**src/rtl/xbm_pkg.sv**
```systemverilog
package xbm_pkg;

  localparam int unsigned IN_W  = 3;
  localparam int unsigned IDX_A = 0;
  localparam int unsigned IDX_B = 1;
  localparam int unsigned IDX_C = 2;

  typedef enum logic [1:0] {
    S_WAIT    = 2'd0,
    S_ARMED   = 2'd1,
    S_CLEARED = 2'd2,
    S_DRAIN   = 2'd3
  } xbm_state_e;

  typedef struct packed {
    logic [IN_W-1:0] mask;
    logic [IN_W-1:0] level;
  } burst_t;

  // Every masked input has moved and now sits at its target level.
  function automatic logic burst_met(input logic [IN_W-1:0] chg,
                                     input logic [IN_W-1:0] now,
                                     input burst_t          bst);
    return ((chg & bst.mask) == bst.mask) &&
           ((now & bst.mask) == (bst.level & bst.mask));
  endfunction

endpackage

```
**src/rtl/xbm_edge_track.sv**
```systemverilog
module xbm_edge_track #(
  parameter int unsigned W = 3
) (
  input  logic         clk,
  input  logic         rst_n,
  input  logic         load,
  input  logic [W-1:0] in_vec,
  output logic [W-1:0] chg
);

  logic [W-1:0] ref_q;
  logic [W-1:0] ref_d;

  always_comb begin
    ref_d = ref_q;
    if (load) ref_d = in_vec;
  end

  always_ff @(posedge clk or negedge rst_n) begin
    if (!rst_n) ref_q <= '0;
    else        ref_q <= ref_d;
  end

  assign chg = in_vec ^ ref_q;

  // once latched, an input still at its latched level reports no change
  a_r10_ref_latch: assert property (@(posedge clk) disable iff (!rst_n)
    load |=> (chg == (in_vec ^ $past(in_vec))));

endmodule

```
**src/rtl/xbm_burst_eval.sv**
```systemverilog
module xbm_burst_eval
  import xbm_pkg::*;
(
  input  xbm_state_e      state,
  input  logic [IN_W-1:0] in_vec,
  input  logic [IN_W-1:0] chg,
  output logic            fire,
  output logic            fault,
  output xbm_state_e      state_d
);

  localparam logic [IN_W-1:0] BIT_A = IN_W'(1) << IDX_A;
  localparam logic [IN_W-1:0] BIT_B = IN_W'(1) << IDX_B;
  localparam logic [IN_W-1:0] BIT_C = IN_W'(1) << IDX_C;

  localparam burst_t B_A_UP = '{mask: BIT_A, level: BIT_A};
  localparam burst_t B_A_DN = '{mask: BIT_A, level: '0};
  localparam burst_t B_C_UP = '{mask: BIT_C, level: BIT_C};
  localparam burst_t B_C_DN = '{mask: BIT_C, level: '0};
  localparam burst_t B_B_DN = '{mask: BIT_B, level: '0};

  logic            guard_b;
  logic [IN_W-1:0] watch;
  logic            conflict;
  logic            met;

  assign guard_b = in_vec[IDX_B];

  always_comb begin
    watch    = '0;
    conflict = 1'b0;
    met      = 1'b0;
    state_d  = state;
    unique case (state)
      S_WAIT: begin
        watch = BIT_C;                       // in_b is a don't-care here
        met   = burst_met(chg, in_vec, B_A_UP);
        state_d = S_ARMED;
      end
      S_ARMED: begin
        conflict = chg[IDX_A] & chg[IDX_C];
        if (burst_met(chg, in_vec, B_A_DN)) begin
          met     = guard_b;
          state_d = S_DRAIN;
        end else if (burst_met(chg, in_vec, B_C_UP)) begin
          met     = guard_b;
          state_d = S_CLEARED;
        end
      end
      S_CLEARED: begin
        watch   = BIT_A | BIT_B;
        met     = burst_met(chg, in_vec, B_C_DN);
        state_d = S_ARMED;
      end
      S_DRAIN: begin
        watch   = BIT_A | BIT_C;
        met     = burst_met(chg, in_vec, B_B_DN);
        state_d = S_WAIT;
      end
      default: state_d = S_WAIT;
    endcase
  end

  assign fault = (|(chg & watch)) | conflict;
  assign fire  = met & ~fault;

endmodule

```
**src/rtl/xbm_out_decode.sv**
```systemverilog
module xbm_out_decode
  import xbm_pkg::*;
(
  input  xbm_state_e state,
  output logic       out_x,
  output logic       out_y
);

  always_comb begin
    out_x = 1'b0;
    out_y = 1'b0;
    unique case (state)
      S_ARMED: out_y = 1'b1;
      S_DRAIN: out_x = 1'b1;
      default: ;
    endcase
  end

  // the two outputs are never high together
  a_r8_xy_exclusive: assert final (!(out_x && out_y));

endmodule

```
**src/rtl/xbm_ctrl.sv**
```systemverilog
module xbm_ctrl
  import xbm_pkg::*;
(
  input  logic clk,
  input  logic rst_n,
  input  logic in_a,
  input  logic in_b,
  input  logic in_c,
  output logic out_x,
  output logic out_y,
  output logic burst_err
);

  // reset: asserted asynchronously, released on a clock edge
  logic rst_meta_q;
  logic rst_sync_n;

  always_ff @(posedge clk or negedge rst_n) begin
    if (!rst_n) begin
      rst_meta_q <= 1'b0;
      rst_sync_n <= 1'b0;
    end else begin
      rst_meta_q <= 1'b1;
      rst_sync_n <= rst_meta_q;
    end
  end

  logic [IN_W-1:0] in_vec;
  logic [IN_W-1:0] chg;
  logic            fire;
  logic            fault;
  xbm_state_e      state_q;
  xbm_state_e      state_d;
  logic            err_q;

  always_comb begin
    in_vec        = '0;
    in_vec[IDX_A] = in_a;
    in_vec[IDX_B] = in_b;
    in_vec[IDX_C] = in_c;
  end

  xbm_edge_track #(.W(IN_W)) u_track (
    .clk    (clk),
    .rst_n  (rst_sync_n),
    .load   (fire),
    .in_vec (in_vec),
    .chg    (chg)
  );

  xbm_burst_eval u_eval (
    .state   (state_q),
    .in_vec  (in_vec),
    .chg     (chg),
    .fire    (fire),
    .fault   (fault),
    .state_d (state_d)
  );

  always_ff @(posedge clk or negedge rst_sync_n) begin
    if (!rst_sync_n) begin
      state_q <= S_WAIT;
      err_q   <= 1'b0;
    end else begin
      if (fire) state_q <= state_d;
      err_q <= fault;
    end
  end

  xbm_out_decode u_dec (
    .state (state_q),
    .out_x (out_x),
    .out_y (out_y)
  );

  assign burst_err = err_q;

  // a flagged input blocks every transition
  a_r4_fault_holds: assert property (@(posedge clk) disable iff (!rst_sync_n)
    fault |=> (state_q == $past(state_q)) && burst_err);

  // in WAIT, only a rising in_a can leave; in_b alone never does
  a_r3_wait_needs_a: assert property (@(posedge clk) disable iff (!rst_sync_n)
    (state_q == S_WAIT && !in_a) |=> (state_q == S_WAIT));

  // guard low keeps the armed state
  a_r6_guard_level: assert property (@(posedge clk) disable iff (!rst_sync_n)
    (state_q == S_ARMED && !in_b) |=> (state_q == S_ARMED));

  // leaving WAIT raises y with x low
  a_r2_wait_exit: assert property (@(posedge clk) disable iff (!rst_sync_n)
    (state_q == S_WAIT && fire) |=> (out_y && !out_x));

  // leaving DRAIN drops x
  a_r9_drain_exit: assert property (@(posedge clk) disable iff (!rst_sync_n)
    (state_q == S_DRAIN && fire) |=> (!out_x && !out_y));

endmodule

```
**config.mk**
```make
export PLATFORM = sky130hd
export DESIGN_NAME = xbm_ctrl
export DESIGN_NICKNAME = d
export VERILOG_FILES = /design/src/rtl/xbm_pkg.sv /design/src/rtl/xbm_edge_track.sv /design/src/rtl/xbm_burst_eval.sv /design/src/rtl/xbm_out_decode.sv /design/src/rtl/xbm_ctrl.sv
export SDC_FILE = /design/constraint.sdc
export NUM_CORES = 1
export LEC_CHECK = 0
export BUFFER_PORTS_ARGS = -buffer_cell sky130_fd_sc_hd__buf_2
export CAP_MARGIN = 10
export CORE_AREA = 2 2 39 41
export DETAILED_ROUTE_END_ITERATION = 10
export DIE_AREA = 0 0 41 43
export PLACE_DENSITY = 0.64
export RECOVER_POWER = 50
export SLEW_MARGIN = 20
export SYNTH_ARGS = -nofsm -noshare
export SYNTH_HDL_FRONTEND = slang
export SYNTH_HIERARCHICAL = 1
export SYNTH_SLANG_ARGS = --single-unit
export TNS_END_PERCENT = 10
```
**constraint.sdc**
```tcl
create_clock -name clk -period 1 [get_ports clk]
set_input_delay 0.3 -clock clk [delete_from_list [all_inputs] [get_ports clk]]
set_output_delay 0.3 -clock clk [all_outputs]
set_load 0.03 [all_outputs]
```
==> results of run 1 <==
==> per-stage QoR <==
step	area, sq um	util	power, mW	hold WS, ns	std cells
5_1_grt	782.0	0.5651	2.914	0.1155	92
2_1_floorplan	538.0	-	1.667	0.004409	48
3_3_place_gp	698.2	0.5045	2.206	0.08465	85
6_report	782.0	0.5651	2.733	0.09211	92
3_5_place_dp	698.2	0.5045	2.257	0.08844	85
4_1_cts	777.0	0.5615	2.701	0.09846	92
==> logic make-up (layout without fill, tap and decap cells) <==
| group | count (synthesis) | count (layout) | share of synthesized area |
|---|---|---|---|
| buf+inv | 5 | 33 | 0.03713 |
| mux | 5 | 5 | 0.1114 |
| compound gates | 8 | 8 | 0.1213 |
| fa+ha+maj | 6 | 6 | 0.1485 |
| other cells | 1 | 1 | 0.007419 |
| xor+xnor | 3 | 3 | 0.05199 |
| simple gates | 12 | 12 | 0.1262 |
| flops | 8 | 8 | 0.3960 |
==> sequential cells by signal, summed over array words and instances (netlist names) <==
| signal | count |
|---|---|
| burst_err | 1 |
| rst_meta_q | 1 |
| rst_sync_n | 1 |
| state_q | 2 |
| u_track/ref_q | 3 |
==> cell type report <==
class / count / area, sq um
Fill cell: 115 / 601.8
Timing Repair Buffer: 24 / 183.9
Sequential cell: 8 / 202.7
Tap cell: 16 / 20.02
Inverter: 5 / 21.27
Clock buffer: 4 / 26.28
Multi-Input combinational cell: 35 / 327.8
==> critical path: stages (launching register included) <==
cell and delay (ns):
dfrtp_2 0.44, inv_4 0.07, ha_4 0.26, inv_2 0.04
a222oi_1 0.29, o211a_2 0.37, mux2_4 0.32
==> where the power goes <==
part | total [mW] | internal, mW | switching, mW
clock | 0.256 | 0.152 | 0.104
sequential | 0.612 | 0.467 | 0.145
combinational | 1.87 | 1.06 | 0.805
==> per-layer routing <==
layer | track usage | wire (microns) | vias up
met1 | 0.1715 | 465 | 204
met4 | 0.1067 | 19 | 0
met5 | 0 | 0 | -
met3 | 0.02094 | 43 | 6
met2 | 0.2969 | 671 | 18
li1 | - | - | 224
==> repair_timing <==
| item | 4_1_cts | 5_1_grt |
|---|---|---|
| gates resized for setup | 9 | 2 |
| setup buffers | 2 | 0 |
| endpoints found under the setup margin | 9 | 9 |
| hold buffers | 1 | 0 |
| pin swaps | 1 | 1 |
| hold endpoints to repair | 2 | 0 |
==> how the worst min path moves through the flow <==
stage / from / end / slack, ns / cells past startpoint
after floorplan: rst_n / rst_meta_q / 0.004 / 0
after global placement: rst_n / rst_meta_q / 0.08 / 1
after detailed placement: rst_n / rst_meta_q / 0.09 / 1
after CTS: rst_sync_n / u_track/ref_q[0] / 0.1 / 0
after global routing: rst_sync_n / u_track/ref_q[0] / 0.12 / 0
final: rst_sync_n / u_track/ref_q[0] / 0.09 / 0
==> placed cells by master, fill, tap and decap left out, drive strengths merged, types with 2 or more instances in the layout <==
cell type,count
buf,23
dfrtp,8
nand2,6
ha,6
mux2,5
inv,5
clkbuf,4
xor2,3
nand2b,2
a31oi,2
==> results.json, run 1 <==
{
  "outcome": "finished with violations",
  "violations": "setup timing",
  "route.detailed.drc": 0,
  "layout-drive-gt1-share": 0.5526,
  "numCtsBuffers": 3,
  "routed_wl_microns": 1199,
  "dieArea_sq_um": 1763,
  "synth_largest_area_cell": "dfrtp_1",
  "place_hpwl_microns": 935.5,
  "hold_violations": 0,
  "cp-end-kind": "flop",
  "fp-row-count": 14,
  "antenna_found_initial": 0,
  "path_max_fanout": 6,
  "leakage_nw": 0.3861,
  "grt_usage": 0.1690,
  "core_area_sq_um": 1384,
  "nets": 88,
  "cts_buffer_depth": 2,
  "synth_edf_count": 0,
  "synth_area_leaders": "dfrtp_1 (40%), ha_1 (15%), mux2_2 (11%), xor2_1 (5.2%), nand2_1 (4.5%)",
  "io_buffers": 7,
  "reg2reg_from": "state_q[1]",
  "grt_pass1_vias": 467,
  "clock_latency_ns": 0.25,
  "clk_pin_slew_ns": 0.06,
  "clock_skew_ns": 0.007730,
  "rsz0062_at_grt": "yes",
  "max_cap_viol_count": 0,
  "tns_ns": -6.170,
  "final-setup-viol-count": 9,
  "finalCriticalPeriod_ns": 1.913,
  "vias": 452,
  "critPathLaunchType": "flop",
  "clock.fmax_ghz": 0.5226,
  "die_x_microns": 41,
  "rr_worst_depth": 6,
  "start_util": 0.3653,
  "synth_cells": 48,
  "via_per_inst": 4.913,
  "cp_data_arrival_time_ns": 2.05,
  "ff2ff_setup_slack_ns": -0.91,
  "p_per_area_nw_per_um2": 3495,
  "worst-setup-path-type": "reg -> reg",
  "drtIter0Drc": 11,
  "cts.sinks": 8,
  "post-synth-top-count-cell": "dfrtp_1",
  "worst_slack_ns": -0.9133,
  "async_flop_share": 1.000,
  "firstDrtPassIters": 4,
  "globalRouteOverflowTotal": 0,
  "min_path_type": "reg -> async",
  "synth.top_cell.area_share": 0.3960,
  "slew_viol_final": 0,
  "ir_worst_vdd_mv": 1.226,
  "critPathCapture": "u_track/ref_q[0]",
  "r2r-end": "u_track/ref_q[0]",
  "synthTopCellsByCount": "dfrtp_1 (8), ha_1 (6), nand2_1 (6)",
  "wl_per_cell_microns": 13.03,
  "required_ns": 1.13,
  "syn2layout_area_growth_pct": 54.70,
  "cts_root_buf": "clkbuf_4",
  "fp.dieH_microns": 43,
  "gp_congestion": 0.8608,
  "drtAntennaViolNets": 0,
  "ys_ff_latch": 8,
  "ys_warn_count": 6,
  "io_pins": 8,
  "synth.net_count": 59,
  "synth.avg_cell_area_sq_um": 10.53,
  "pre_cts_slack_ns": -0.9624,
  "grt_max_degree": 7,
  "cts_tree": "built",
  "syn_area_sq_um": 505.5,
  "grt_pass1_wl_microns": 1945,
  "crit_start": "state_q[1]",
  "ys_types": 19,
  "period_share": 1.913,
  "synth_ff_type": "dfrtp_1",
  "insertedDiodeCount": 0,
  "yosysSeqAreaShare": 0.3960,
  "cts.htree.levels": 1
}
Note: power is estimated with default switching activity, not from simulation.
==> inputs of run 2 (changes only) <==
- BUFFER_PORTS_ARGS: -buffer_cell sky130_fd_sc_hd__buf_2 -> default
- DONT_BUFFER_PORTS: default -> 1
- PLACE_DENSITY: 0.64 -> 0.59
==> run 2 against run 1 <==
Net effect: the run still ends with setup timing left; wire length is 12% lower; clock-buffer cell count unchanged; utilization down 6.0 points; critical path type unchanged; largest cell class unchanged.
==> results.json, run 2 (same netlist as run 1, synthesis figures left out) <==
{
  "outcome": "finished with violations",
  "violations": "setup timing",
  "cp_data_arrival_time_ns": 1.95,
  "nets": 76,
  "leakage_nw": 0.3361,
  "cts_tree": "built",
  "numCtsBuffers": 3,
  "min_path_type": "reg -> async",
  "globalRouteOverflowTotal": 0,
  "hold_violations": 0,
  "firstDrtPassIters": 4,
  "rsz0062_at_grt": "yes",
  "grt_pass1_wl_microns": 1690,
  "clk_pin_slew_ns": 0.06,
  "cp_cell_sequence": "inv_2, ha_4, inv_2, a222oi_1, o211a_1, buf_4, mux2_4",
  "clock.fmax_ghz": 0.5506,
  "cts.sinks": 8,
  "drtAntennaViolNets": 0,
  "p_comb_frac": 0.646,
  "top_regs": "u_track/ref_q (3), state_q (2)",
  "clock_latency_ns": 0.26,
  "cts_root_buf": "clkbuf_4",
  "tns_ns": -5.171,
  "dr.max_layer_used": "met3",
  "fillers": 125,
  "path_max_fanout": 5,
  "period_share": 1.816,
  "insertedDiodeCount": 0,
  "final_util": 0.5054,
  "die_x_microns": 41,
  "cts_setup_buffers": 0,
  "hold_slack_ns": 0.08017,
  "regMostFlops": "u_track/ref_q",
  "p_sw_frac": 0.3909,
  "cpPeakStageDelay_ns": 0.41,
  "clock_skew_ns": 0.01323,
  "grt_pass1_vias": 401,
  "wl_per_cell_microns": 13.19,
  "routed_wl_microns": 1055,
  "start_util": 0.3653,
  "max_cap_viol_count": 0,
  "design_area_sq_um": 699.4,
  "crit_top_cell": "inv_2",
  "drtIter0Drc": 7,
  "fp.dieH_microns": 43,
  "dieArea_sq_um": 1763,
  "power_frac_clock": 0.104,
  "ir_worst_vdd_mv": 1.027,
  "wl_met3_microns": 24,
  "cp_slowest_cell": "dfrtp_2",
  "io_pins": 8,
  "layout-drive-gt1-share": 0.4844,
  "cp-end-kind": "flop",
  "grt_usage": 0.1417,
  "core_area_sq_um": 1384,
  "via_per_inst": 4.875,
  "required_ns": 1.13,
  "wl_met1_microns": 495,
  "grt_max_degree": 7,
  "route.detailed.drc": 0,
  "cts_buffer_depth": 2,
  "worst-setup-path-type": "reg -> reg",
  "final_cell_mix": "buf_4 (11), nand2_1 (6), mux2_4 (5), dfrtp_1 (5), ha_1 (4)",
  "p_per_area_nw_per_um2": 3684,
  "pre_cts_slack_ns": -0.8480,
  "critPathLaunchType": "flop",
  "final_common_cell": "buf_4",
  "final-setup-viol-count": 9,
  "cts.htree.levels": 1,
  "place_hpwl_microns": 853.7,
  "finalCriticalPeriod_ns": 1.816,
  "power.switching_mw": 1.007,
  "place_area_sq_um": 640.6,
  "fp-row-count": 14,
  "syn2layout_area_growth_pct": 38.37,
  "slew_viol_final": 0,
  "antenna_found_initial": 0,
  "worst_slack_ns": -0.8161,
  "p_int_mw": 1.569,
  "io_buffers": 0,
  "wl_met2_microns": 535,
  "largest_reg_flops": 3,
  "vias": 390,
  "gp_congestion": 0.8223,
  "p_seq_frac": 0.250
}
[run 2: cell type report]
cell class                 instances  area (sq um)  area share
clock buffer                       4         26.28     0.03757
inverter                           5         18.77     0.02683
multi-input combinational         35         337.8      0.4830
sequential                         8         203.9      0.2916
tap                               16         20.02     0.02862
timing repair buffer              12         92.59      0.1324
[run 2: path summary, 6_finish.rpt]
path / depth (start not counted) / slack [ns] / start / endpoint
min in group clk: 1 / 0.19 / in_a / u_track/ref_q[0]
worst min-delay path: 0 / 0.08 / rst_sync_n / u_track/ref_q[1]
worst max register to register: 7 / -0.82 / state_q[1] / u_track/ref_q[2]
worst min register to register: 0 / 0.08 / rst_sync_n / u_track/ref_q[1]
worst max-delay path: 7 / -0.82 / state_q[1] / u_track/ref_q[2]
max in group asynchronous: 1 / 0.60 / rst_n / rst_sync_n
[run 2: power groups by stage]
stage	Sequential (mW)	Clock, mW	Combinational, mW
after floorplan	0.612	0	1.06
after global placement	0.632	0	1.54
after detailed placement	0.629	0	1.58
after CTS	0.625	0.275	1.63
after global routing	0.661	0.301	1.81
final	0.644	0.267	1.67
[run 2: timing repair]
action / CTS / global route
hold buffers: 1 / 0
endpoints found under the hold margin: 2 / 0
endpoints found under the setup margin: 9 / 9
pin swaps: 1 / 1
gates resized for setup: 2 / 5
[run 2: metrics by stage]
stage | power (mW) | std cells
floorplan | 1.667 | 48
global placement | 2.168 | 75
detailed placement | 2.205 | 75
CTS | 2.532 | 80
global route | 2.767 | 80
finish | 2.576 | 80
[run 2: layer usage]
metal | vias up | track usage
li1 | 196 | -
met1 | 190 | 0.1613
met2 | 4 | 0.2250
met3 | 0 | 0.02094
met4 | 0 | 0.1000
met5 | - | 0
[run 2: worst max-delay path, delay by kind of cell (launching register included)]
| kind | cells | cell delay, ns |
|---|---|---|
| adders and majority gates | 1 | 0.26 |
| buffers and inverters | 3 | 0.24 |
| DFF | 1 | 0.41 |
| AOI/OAI and AO/OA | 2 | 0.49 |
| muxes | 1 | 0.29 |
